### src/rtl/sdivPkg.sv
package sdivPkg;
  typedef enum logic [1:0] {
    MODE_BOTH_NARROW = 2'd0,
    MODE_WIDE_NARROW = 2'd1,
    MODE_BOTH_WIDE   = 2'd2,
    MODE_WIDE_NARROW_ALT = 2'd3
  } divMode_e;

  typedef struct packed {
    logic load;
    logic step;
    logic commit;
  } divStrobe_t;
endpackage

### src/rtl/sdivCtrl.sv
module sdivCtrl
  import sdivPkg::*;
#(
  parameter int STEPS = 64,
  localparam int CNT_W = $clog2(STEPS + 1)
) (
  input  logic       clk,
  input  logic       rstN,
  input  logic       start,
  output divStrobe_t strobes,
  output logic       busy
);
  typedef enum logic [1:0] {S_IDLE, S_LOAD, S_RUN, S_DONE} state_e;

  state_e state;
  logic [CNT_W-1:0] stepCnt;
  logic lastStep;

  assign lastStep = (stepCnt == CNT_W'(STEPS - 1));

  always_ff @(posedge clk) begin
    if (!rstN) begin
      state   <= S_IDLE;
      stepCnt <= '0;
      busy    <= 1'b0;
    end else if (start) begin
      state   <= S_LOAD;
      stepCnt <= '0;
      busy    <= 1'b1;
    end else begin
      case (state)
        S_LOAD: state <= S_RUN;
        S_RUN: begin
          stepCnt <= stepCnt + 1'b1;
          if (lastStep) state <= S_DONE;
        end
        S_DONE: begin
          state <= S_IDLE;
          busy  <= 1'b0;
        end
        default: state <= S_IDLE;
      endcase
    end
  end

  always_comb begin
    strobes.load   = (state == S_LOAD) && !start;
    strobes.step   = (state == S_RUN)  && !start;
    strobes.commit = (state == S_DONE) && !start;
  end

  assert_start_sets_busy_R3: assert property (@(posedge clk) disable iff (!rstN)
    start |=> busy);
  assert_busy_cause_R3: assert property (@(posedge clk) disable iff (!rstN)
    $rose(busy) |-> $past(start));
  assert_commit_in_busy_R3: assert property (@(posedge clk) disable iff (!rstN)
    strobes.commit |-> busy);
  assert_step_bound_R3: assert property (@(posedge clk) disable iff (!rstN)
    stepCnt <= CNT_W'(STEPS));
  assert_commit_ends_R3: assert property (@(posedge clk) disable iff (!rstN)
    (strobes.commit && !start) |=> !busy);
endmodule

### src/rtl/sdivDatapath.sv
module sdivDatapath
  import sdivPkg::*;
#(
  parameter int W = 64,
  parameter int BUS_W = 32,
  localparam int WORDS = W / BUS_W,
  localparam int ADDR_W = $clog2(5 * WORDS)
) (
  input  logic              clk,
  input  logic              rstN,
  input  logic              wrEn,
  input  logic [ADDR_W-1:0] wrAddr,
  input  logic [BUS_W-1:0]  wrData,
  input  logic [ADDR_W-1:0] rdAddr,
  output logic [BUS_W-1:0]  rdData,
  input  logic              busy,
  input  divStrobe_t        strobes,
  output logic              start
);
  localparam int HALF     = W / 2;
  localparam int NUM_BASE = WORDS;
  localparam int DEN_BASE = 2 * WORDS;
  localparam int QUO_BASE = 3 * WORDS;
  localparam int REM_BASE = 4 * WORDS;
  localparam logic [W-1:0] MOST_NEG = {1'b1, {(W-1){1'b0}}};

  logic [W-1:0] numReg, denReg, quotReg, remReg;
  logic [1:0]   modeReg;
  logic         errFlag;

  // operand latch and engine state
  logic [W-1:0] nAdj, dAdj, nLatch, dMag, qShift, remAcc;
  logic         qNeg, rNeg, zeroCase, ovfCase;
  logic [W:0]   rTmp, diff;

  assign start = wrEn && ((wrAddr == '0) ||
                 ((wrAddr >= ADDR_W'(NUM_BASE)) && (wrAddr < ADDR_W'(QUO_BASE))));

  always_ff @(posedge clk) begin
    if (!rstN) begin
      numReg  <= '0;
      denReg  <= '0;
      modeReg <= 2'd0;
    end else if (wrEn) begin
      if (wrAddr == '0) modeReg <= wrData[1:0];
      for (int i = 0; i < WORDS; i++) begin
        if (wrAddr == ADDR_W'(NUM_BASE + i)) numReg[i*BUS_W +: BUS_W] <= wrData;
        if (wrAddr == ADDR_W'(DEN_BASE + i)) denReg[i*BUS_W +: BUS_W] <= wrData;
      end
    end
  end

  always_comb begin
    if (divMode_e'(modeReg) == MODE_BOTH_NARROW)
      nAdj = {{HALF{numReg[HALF-1]}}, numReg[HALF-1:0]};
    else
      nAdj = numReg;
    if (divMode_e'(modeReg) == MODE_BOTH_WIDE)
      dAdj = denReg;
    else
      dAdj = {{HALF{denReg[HALF-1]}}, denReg[HALF-1:0]};
  end

  assign rTmp = {remAcc, qShift[W-1]};
  assign diff = rTmp - {1'b0, dMag};

  always_ff @(posedge clk) begin
    if (!rstN) begin
      nLatch   <= '0;
      dMag     <= '0;
      qShift   <= '0;
      remAcc   <= '0;
      qNeg     <= 1'b0;
      rNeg     <= 1'b0;
      zeroCase <= 1'b0;
      ovfCase  <= 1'b0;
    end else if (strobes.load) begin
      nLatch   <= nAdj;
      dMag     <= dAdj[W-1] ? -dAdj : dAdj;
      qShift   <= nAdj[W-1] ? -nAdj : nAdj;
      remAcc   <= '0;
      qNeg     <= nAdj[W-1] ^ dAdj[W-1];
      rNeg     <= nAdj[W-1];
      zeroCase <= (dAdj == '0);
      ovfCase  <= (nAdj == MOST_NEG) && (dAdj == {W{1'b1}});
    end else if (strobes.step) begin
      if (!diff[W]) begin
        remAcc <= diff[W-1:0];
        qShift <= {qShift[W-2:0], 1'b1};
      end else begin
        remAcc <= rTmp[W-1:0];
        qShift <= {qShift[W-2:0], 1'b0};
      end
    end
  end

  always_ff @(posedge clk) begin
    if (!rstN) begin
      quotReg <= '0;
      remReg  <= '0;
      errFlag <= 1'b0;
    end else if (strobes.commit) begin
      if (zeroCase) begin
        quotReg <= nLatch[W-1] ? W'(1) : '0;
        remReg  <= nLatch;
        errFlag <= 1'b1;
      end else if (ovfCase) begin
        quotReg <= nLatch;
        errFlag <= 1'b1;
      end else begin
        quotReg <= qNeg ? -qShift : qShift;
        remReg  <= rNeg ? -remAcc : remAcc;
        errFlag <= 1'b0;
      end
    end
  end

  always_comb begin
    rdData = '0;
    if (rdAddr == '0) begin
      rdData[15]  = busy;
      rdData[14]  = errFlag;
      rdData[1:0] = modeReg;
    end
    for (int i = 0; i < WORDS; i++) begin
      if (rdAddr == ADDR_W'(NUM_BASE + i)) rdData = numReg[i*BUS_W +: BUS_W];
      if (rdAddr == ADDR_W'(DEN_BASE + i)) rdData = denReg[i*BUS_W +: BUS_W];
      if (rdAddr == ADDR_W'(QUO_BASE + i)) rdData = quotReg[i*BUS_W +: BUS_W];
      if (rdAddr == ADDR_W'(REM_BASE + i)) rdData = remReg[i*BUS_W +: BUS_W];
    end
  end

  assert_hold_results_R10: assert property (@(posedge clk) disable iff (!rstN)
    !strobes.commit |=> ($stable(quotReg) && $stable(remReg) && $stable(errFlag)));
  assert_zero_flag_R8: assert property (@(posedge clk) disable iff (!rstN)
    (strobes.commit && zeroCase) |=> (errFlag && remReg == $past(nLatch)));
  assert_ovf_keep_rem_R9: assert property (@(posedge clk) disable iff (!rstN)
    (strobes.commit && ovfCase && !zeroCase) |=> (errFlag && $stable(remReg)));
  assert_rem_sign_R7: assert property (@(posedge clk) disable iff (!rstN)
    (strobes.commit && !zeroCase && !ovfCase) |=>
      (!errFlag && (remReg == '0 || remReg[W-1] == $past(rNeg))));
endmodule

### src/rtl/sdivUnit.sv
module sdivUnit
  import sdivPkg::*;
#(
  parameter int W = 64,
  parameter int BUS_W = 32,
  localparam int ADDR_W = $clog2(5 * (W / BUS_W))
) (
  input  logic              clk,
  input  logic              rstN,
  input  logic              wrEn,
  input  logic [ADDR_W-1:0] wrAddr,
  input  logic [BUS_W-1:0]  wrData,
  input  logic [ADDR_W-1:0] rdAddr,
  output logic [BUS_W-1:0]  rdData
);
  divStrobe_t strobes;
  logic busy;
  logic start;

  sdivCtrl #(.STEPS(W)) u_ctrl (
    .clk(clk), .rstN(rstN), .start(start), .strobes(strobes), .busy(busy)
  );

  sdivDatapath #(.W(W), .BUS_W(BUS_W)) u_data (
    .clk(clk), .rstN(rstN), .wrEn(wrEn), .wrAddr(wrAddr), .wrData(wrData),
    .rdAddr(rdAddr), .rdData(rdData), .busy(busy), .strobes(strobes),
    .start(start)
  );
endmodule

### config.mk
export PLATFORM = sky130hd
export DESIGN_NAME = sdivUnit
export DESIGN_NICKNAME = d
export VERILOG_FILES = /design/src/rtl/sdivPkg.sv /design/src/rtl/sdivCtrl.sv /design/src/rtl/sdivDatapath.sv /design/src/rtl/sdivUnit.sv
export SDC_FILE = /design/constraint.sdc
export NUM_CORES = 2
export LEC_CHECK = 0
export ABC_CLOCK_PERIOD_IN_PS = 5100
export BUFFER_PORTS_ARGS = -buffer_cell sky130_fd_sc_hd__buf_2
export CORE_ASPECT_RATIO = 1.75
export CORE_UTILIZATION = 50
export CTS_CLUSTER_SIZE = 30
export DETAILED_ROUTE_END_ITERATION = 8
export GPL_ROUTABILITY_DRIVEN = 0
export HOLD_SLACK_MARGIN = 0.1
export PLACE_DENSITY = 0.66
export SLEW_MARGIN = 20
export SYNTH_ARGS = -nofsm -noshare
export SYNTH_HDL_FRONTEND = slang
export SYNTH_SLANG_ARGS = --single-unit
### constraint.sdc
create_clock -name clk -period 5.1 [get_ports clk]
set_clock_uncertainty 0.2 [all_clocks]
set_input_delay 0.51 -clock clk [delete_from_list [all_inputs] [get_ports clk]]
set_output_delay 0.51 -clock clk [all_outputs]
set_load 0.05 [all_outputs]
=== After elaboration in Yosys (flattened, before gate mapping) ===
Cells that the tools add are included.

* Bitwise logic cells: 2
* Equal/unequal tests: 22
* Reductions and logical operators: 22
* $add $sub $neg: 6
* Magnitude comparators: 2
* Muxes and demuxes: 32

{| class="wikitable"
|+ Operator list
! kind !! count
|-
| $mux 64 || 13
|-
| $mux 32 || 8
|-
| $neg 64->64 || 4
|-
| $eq 64x64->1 const B || 2
|-
| $sub 65x64->65 || 1
|-
| $logic_not 64->1 || 1
|-
| $eq 4x3->1 const B || 6
|-
| $eq 4x2->1 const B || 4
|-
| $reduce_and 2->1 || 6
|-
| $eq 4x4->1 const B || 2
|-
| $logic_not 4->1 || 2
|-
| $add 7x1->7 const B || 1
|-
| $eq 7x6->1 const B || 1
|-
| $mux 1 || 7
|-
| $eq 2x2->1 const B || 3
|-
| $logic_and 1x1->1 || 6
|-
| $mux 2 || 3
|-
| $ge 4x2->1 const B || 1
|-
| $lt 4x3->1 const B || 1
|-
| $ne 2x1->1 const B || 2
|-
| $pmux 2 s2 || 1
|-
| $reduce_bool 2->1 || 2
|-
| $reduce_or 2->1 || 2
|-
| $ne 3x1->1 const B || 1
|-
| other kinds (6) || 6
|}

* Output and inout bits: 32
* Word-level logic and storage cells: 106
* Input bits: 43
* Bits in registers: 529

=== Logic depth before layout (Yosys ltp) ===
* Depth after elaboration: 10
* Gate-level depth with buffers: 15
* Depth with buffers taken out: 13

=== By module ===
Synthesis repeated with hierarchy kept, for this count alone.

* Cells, all modules: 4280
* Area, all modules: 32799.0 µm²

{| class="wikitable"
|+ By module, submodules not included
! module !! cells an instance !! area each (µm²) !! seq. area each (µm²) !! times used
|-
| sdivDatapath || 4225 || 32298.5 || 10369.9 || 1
|-
| sdivCtrl || 55 || 500.5 || 200.2 || 1
|}

=== Worst setup path after synthesis ===
No wires, ideal clock.

* Path type: input to output
* From: input port rdAddr[2]
* To: output port rdData[11]
* Arrival: 3103 ps
* Buffers on the path: 2
* Stages on the path: 7
* Setup slack: 1287 ps
* Data required time: 4390 ps
* Cells stage by stage: clkbuf_1 nor4b_1 clkbuf_1 a222oi_1 nand3_1 o21ai_0 a21oi_1

* Longest elaborated chain between the ends: 9
* Elaborated cells on any way between the ends: 16
* Classes of those cells: 8 x eq/ne; 8 x mux

{| class="wikitable"
|+ RTL lines
! element !! line !! source
|-
| start: declaration || sdivUnit.sv:13 || <nowiki>input logic [ADDR_W-1:0] rdAddr,</nowiki>
|-
| $eq 4x2->1 || sdivDatapath.sv:126 || <nowiki>if (rdAddr == ADDR_W'(NUM_BASE + i)) rdData = numReg[i*BUS_W +: BUS_W];</nowiki>
|-
| $mux 32 || sdivDatapath.sv:126 ||
|-
| $mux 32 || sdivDatapath.sv:127 || <nowiki>if (rdAddr == ADDR_W'(DEN_BASE + i)) rdData = denReg[i*BUS_W +: BUS_W];</nowiki>
|-
| $mux 32 || sdivDatapath.sv:128 || <nowiki>if (rdAddr == ADDR_W'(QUO_BASE + i)) rdData = quotReg[i*BUS_W +: BUS_W];</nowiki>
|-
| $mux 32 || sdivDatapath.sv:129 || <nowiki>if (rdAddr == ADDR_W'(REM_BASE + i)) rdData = remReg[i*BUS_W +: BUS_W];</nowiki>
|-
| $mux 32 || sdivDatapath.sv:126 ||
|-
| $mux 32 || sdivDatapath.sv:127 ||
|-
| $mux 32 || sdivDatapath.sv:128 ||
|-
| $mux 32 (*) || sdivDatapath.sv:129 ||
|-
| end: declaration || sdivUnit.sv:14 || <nowiki>output logic [BUS_W-1:0] rdData</nowiki>
|}

Mark *: on every way between the ends. The rest lies on a longest branch, timed or not.

=== Worst setup path in the final report ===
* From: register u_data.numReg[6]
* To: register u_data.qShift[63]

* Longest elaborated chain between the ends: 4

{| class="wikitable"
|+ RTL lines
! element !! line !! source
|-
| start: declaration || sdivDatapath.sv:27 || <nowiki>logic [W-1:0] numReg, denReg, quotReg, remReg;</nowiki>
|-
| start signal: indexed assignment || sdivDatapath.sv:47 || <nowiki>if (wrAddr == ADDR_W'(NUM_BASE + i)) numReg[i*BUS_W +: BUS_W] <= wrData;</nowiki>
|-
| $mux 64 || sdivDatapath.sv:54 || <nowiki>if (divMode_e'(modeReg) == MODE_BOTH_NARROW)</nowiki>
|-
| $neg 64->64 || sdivDatapath.sv:80 || <nowiki>qShift <= nAdj[W-1] ? -nAdj : nAdj;</nowiki>
|-
| $mux 64 || sdivDatapath.sv:80 ||
|-
| $mux 64 || sdivDatapath.sv:77 || <nowiki>end else if (strobes.load) begin</nowiki>
|-
| end signal: assignment || sdivDatapath.sv:80 ||
|-
| end signal: assignment || sdivDatapath.sv:89 || <nowiki>qShift <= {qShift[W-2:0], 1'b1};</nowiki>
|-
| end signal: assignment || sdivDatapath.sv:92 || <nowiki>qShift <= {qShift[W-2:0], 1'b0};</nowiki>
|-
| end: declaration || sdivDatapath.sv:32 || <nowiki>logic [W-1:0] nAdj, dAdj, nLatch, dMag, qShift, remAcc;</nowiki>
|}

Every way passes these cells.
A chain may end at the register's enable or synchronous reset.

==> results.ini <==
[clock_tree]
cts-resized-gates=0
cts_max_level=2
clock-sinks=528
cts-root-buf=clkbuf_16
post_cts_buffers=0
clk_pin_slew_ps=70
numCtsBuffers=51
cts_tree=built
clockBufferDepth=3
clock_latency_ps=640

[setup_path]
required_ps=5430
end_kind=flip-flop
path_class=reg -> reg
arrival_ps=4640
crit_path_start_kind=flip-flop
crit_fanout=5
r2r_slack_ps=790

[cells_and_area]
drive_above_1_share=0.0770
stdcell_area_sq_um=35400
fin_nets=4459
area_growth_pct=9.95

[synthesis]
synth_compound_area_frac=0.269
synth_nets=4539
netlist.top_cell.by_area=dfxtp_1
synth_cell_types=75
synth_top_family_by_area=compound AO/OA/AOI/OAI gates
synth_async_sr_flop_share=0
synthSimpleGateAreaFrac=0.233
postSynthAreaPerCell_sq_um=7.29
synth_adder_area_share=0.0294
ys_seq_area_frac=0.328
synthesis.instances=4421
synth_mux_area_frac=0.00839
ys.flop_type=dfxtp_1
yosys_register_bits=528
yosysTopAreaCellShare=0.328
syn_area_sq_um=32200
synth_edf_count=0
synthXorXnorAreaFrac=0.0786
netlist_top_cells_area=dfxtp_1 (33%), nand2_1 (9.1%), a21oi_1 (7.3%)
ys_warn_count=0

[pwr]
pwr_density_cell_nw_per_um2=538
power.total_w=0.0191
peakVddDrop_mv=1.03
p_leak_nw=13.1

[timing]
rsz0062_at_grt=no
setup_viol=0
whs_ps=123
worst_pin_slew_ps=1250
finalCritPeriodShare=0.845
fin_crit_ps=4310
fin_tns_setup_ps=0
hold_viol_final=0
max-slew-margin-rel=0.168
drv_slew=0
fmax_ghz=0.232

[placed_design]
place_area_sq_um=33300
dpl.hpwl_um=101000
portBuffers=74

[routing]
routed_wl_um=143000
vias=34500
first_pass_iters=9
routedWlPerCell_um=27.6
vias_per_cell=6.65
antenna_left=0
drt-initial-drc-count=4851
drc=25

[floorplan]
rows=122
core_sq_um=63500
die_x_um=194
fp.dieArea_sq_um=65500
io_pins=75
die_h_um=338
start_util=0.507

[global_route]
first_global_vias=32100
antenna_found_initial=8
grt_pass1_wl_um=207000
grt-ovfl-total=0
grtUsageTotal=0.424
grt_start_max_net_pins=209

[run_status]
status=finished, violations left
failed_checks=DRC

[job]
drv_cap=0

[min_path]
hp-class=in -> reg

[final cells by class]
cell class / count / area [sq um]
Timing Repair Buffer: 221 / 1620
Antenna cell: 5 / 12.5
Inverter: 107 / 409
Tap cell: 806 / 1010
Sequential cell: 528 / 10600
Fill cell: 6266 / 28100
Clock buffer: 69 / 1470
Multi-Input combinational cell: 3432 / 20100
Clock inverter: 22 / 272
[cells by family after synthesis]
kind of cell	count (synthesis)
xor gates and xnor gates	289
buffers and inverters	461
adders and majority gates	75
and+or+nand+nor	1660
DFF	528
AOI/OAI and AO/OA	1381
muxes	27
[placed cells by master, fill, tap and decap left out, types with 104 or more instances in the layout]
cell	Yosys	routed
nand2_1	781	777
dfxtp_1	528	524
a21oi_1	471	470
nor2_1	356	350
o21ai_0	303	302
xor2_1	158	158
xnor2_1	131	131
buf_4	0	109
inv_1	107	106
nor3_1	105	104
[through the flow]
step	std cells	utilization	worst slack, ps
finish	5190	0.558	790
global route	5187	0.558	557
CTS	5185	0.557	885
detailed placement	5061	0.525	945
global placement	5061	0.525	973
floorplan	4421	-	1290
[cells in the mapped netlist, types with 35 or more instances]
cell and number:
a211oi_1 97, a21o_1 35, a21oi_1 471, a221oi_1 37, a222oi_1 45, a22oi_1 72
clkbuf_1 330, dfxtp_1 528, ha_1 74, inv_1 107, nand2_1 781, nand3_1 78
nand4_1 39, nor2_1 356, nor2b_1 44, nor3_1 105, nor3b_1 36, o21ai_0 303
o22ai_1 62, o31ai_1 47, or3_1 38, or4_1 36, xnor2_1 131, xor2_1 158
[final timing paths]
| check | cells past startpoint | endpoint | startpoint |
|---|---|---|---|
| min reg2reg | 2 | u_data.remReg[46] | u_data.remReg[46] |
| max | 12 | u_data.qShift[63] | u_data.numReg[6] |
| max reg2reg | 12 | u_data.qShift[63] | u_data.numReg[6] |
| min | 4 | u_data.modeReg[0] | wrAddr[0] |
[where the power goes]
| part | switching [W] | internal [W] |
|---|---|---|
| combinational | 0.00658 | 0.00354 |
| sequential | 0.000445 | 0.00440 |
| clock | 0.00180 | 0.00231 |
[worst max-delay path: stages, from the launching register on]
cell and delay (ps):
dfxtp_1 310, or4_1 650, or4_1 500, nor3_1 590, buf_4 240, nand3_1 160, a21oi_1 360, and2_1 220
o21ai_0 250, nor4_1 310, buf_4 230, o21ai_0 90, nor2_1 120
[sequential cells by signal, indices dropped and copies added, names as in the netlist]
| signal | count |
|---|---|
| u_data.dMag | 64 |
| u_ctrl.busy | 1 |
| u_data.errFlag | 1 |
| u_data.modeReg | 2 |
| u_data.quotReg | 64 |
| u_ctrl.state | 2 |
| u_data.remAcc | 64 |
| u_ctrl.stepCnt | 7 |
| u_data.nLatch | 63 |
| u_data.zeroCase | 1 |
| u_data.remReg | 64 |
| u_data.ovfCase | 1 |
| u_data.qShift | 64 |
| u_data.rNeg | 1 |
| u_data.qNeg | 1 |
| u_data.numReg | 64 |
| u_data.denReg | 64 |
[routing by layer]
layer  vias to the layer above  global-route usage  part of all wire
met1                     16100               0.469              0.34
met2                      2165               0.682              0.45
met4                         2               0.390              0.11
li1                      15600                   -                 -
met5                         -                   0          0.000056
met3                       682              0.0930              0.11
[what timing repair did]
| item | in CTS | in global routing |
|---|---|---|
| endpoints found under the hold margin | 127 | 0 |
| hold buffers | 33 | 0 |
| setup endpoints to repair | 0 | 0 |
No activity file was read; power rests on OpenSTA's default activity.
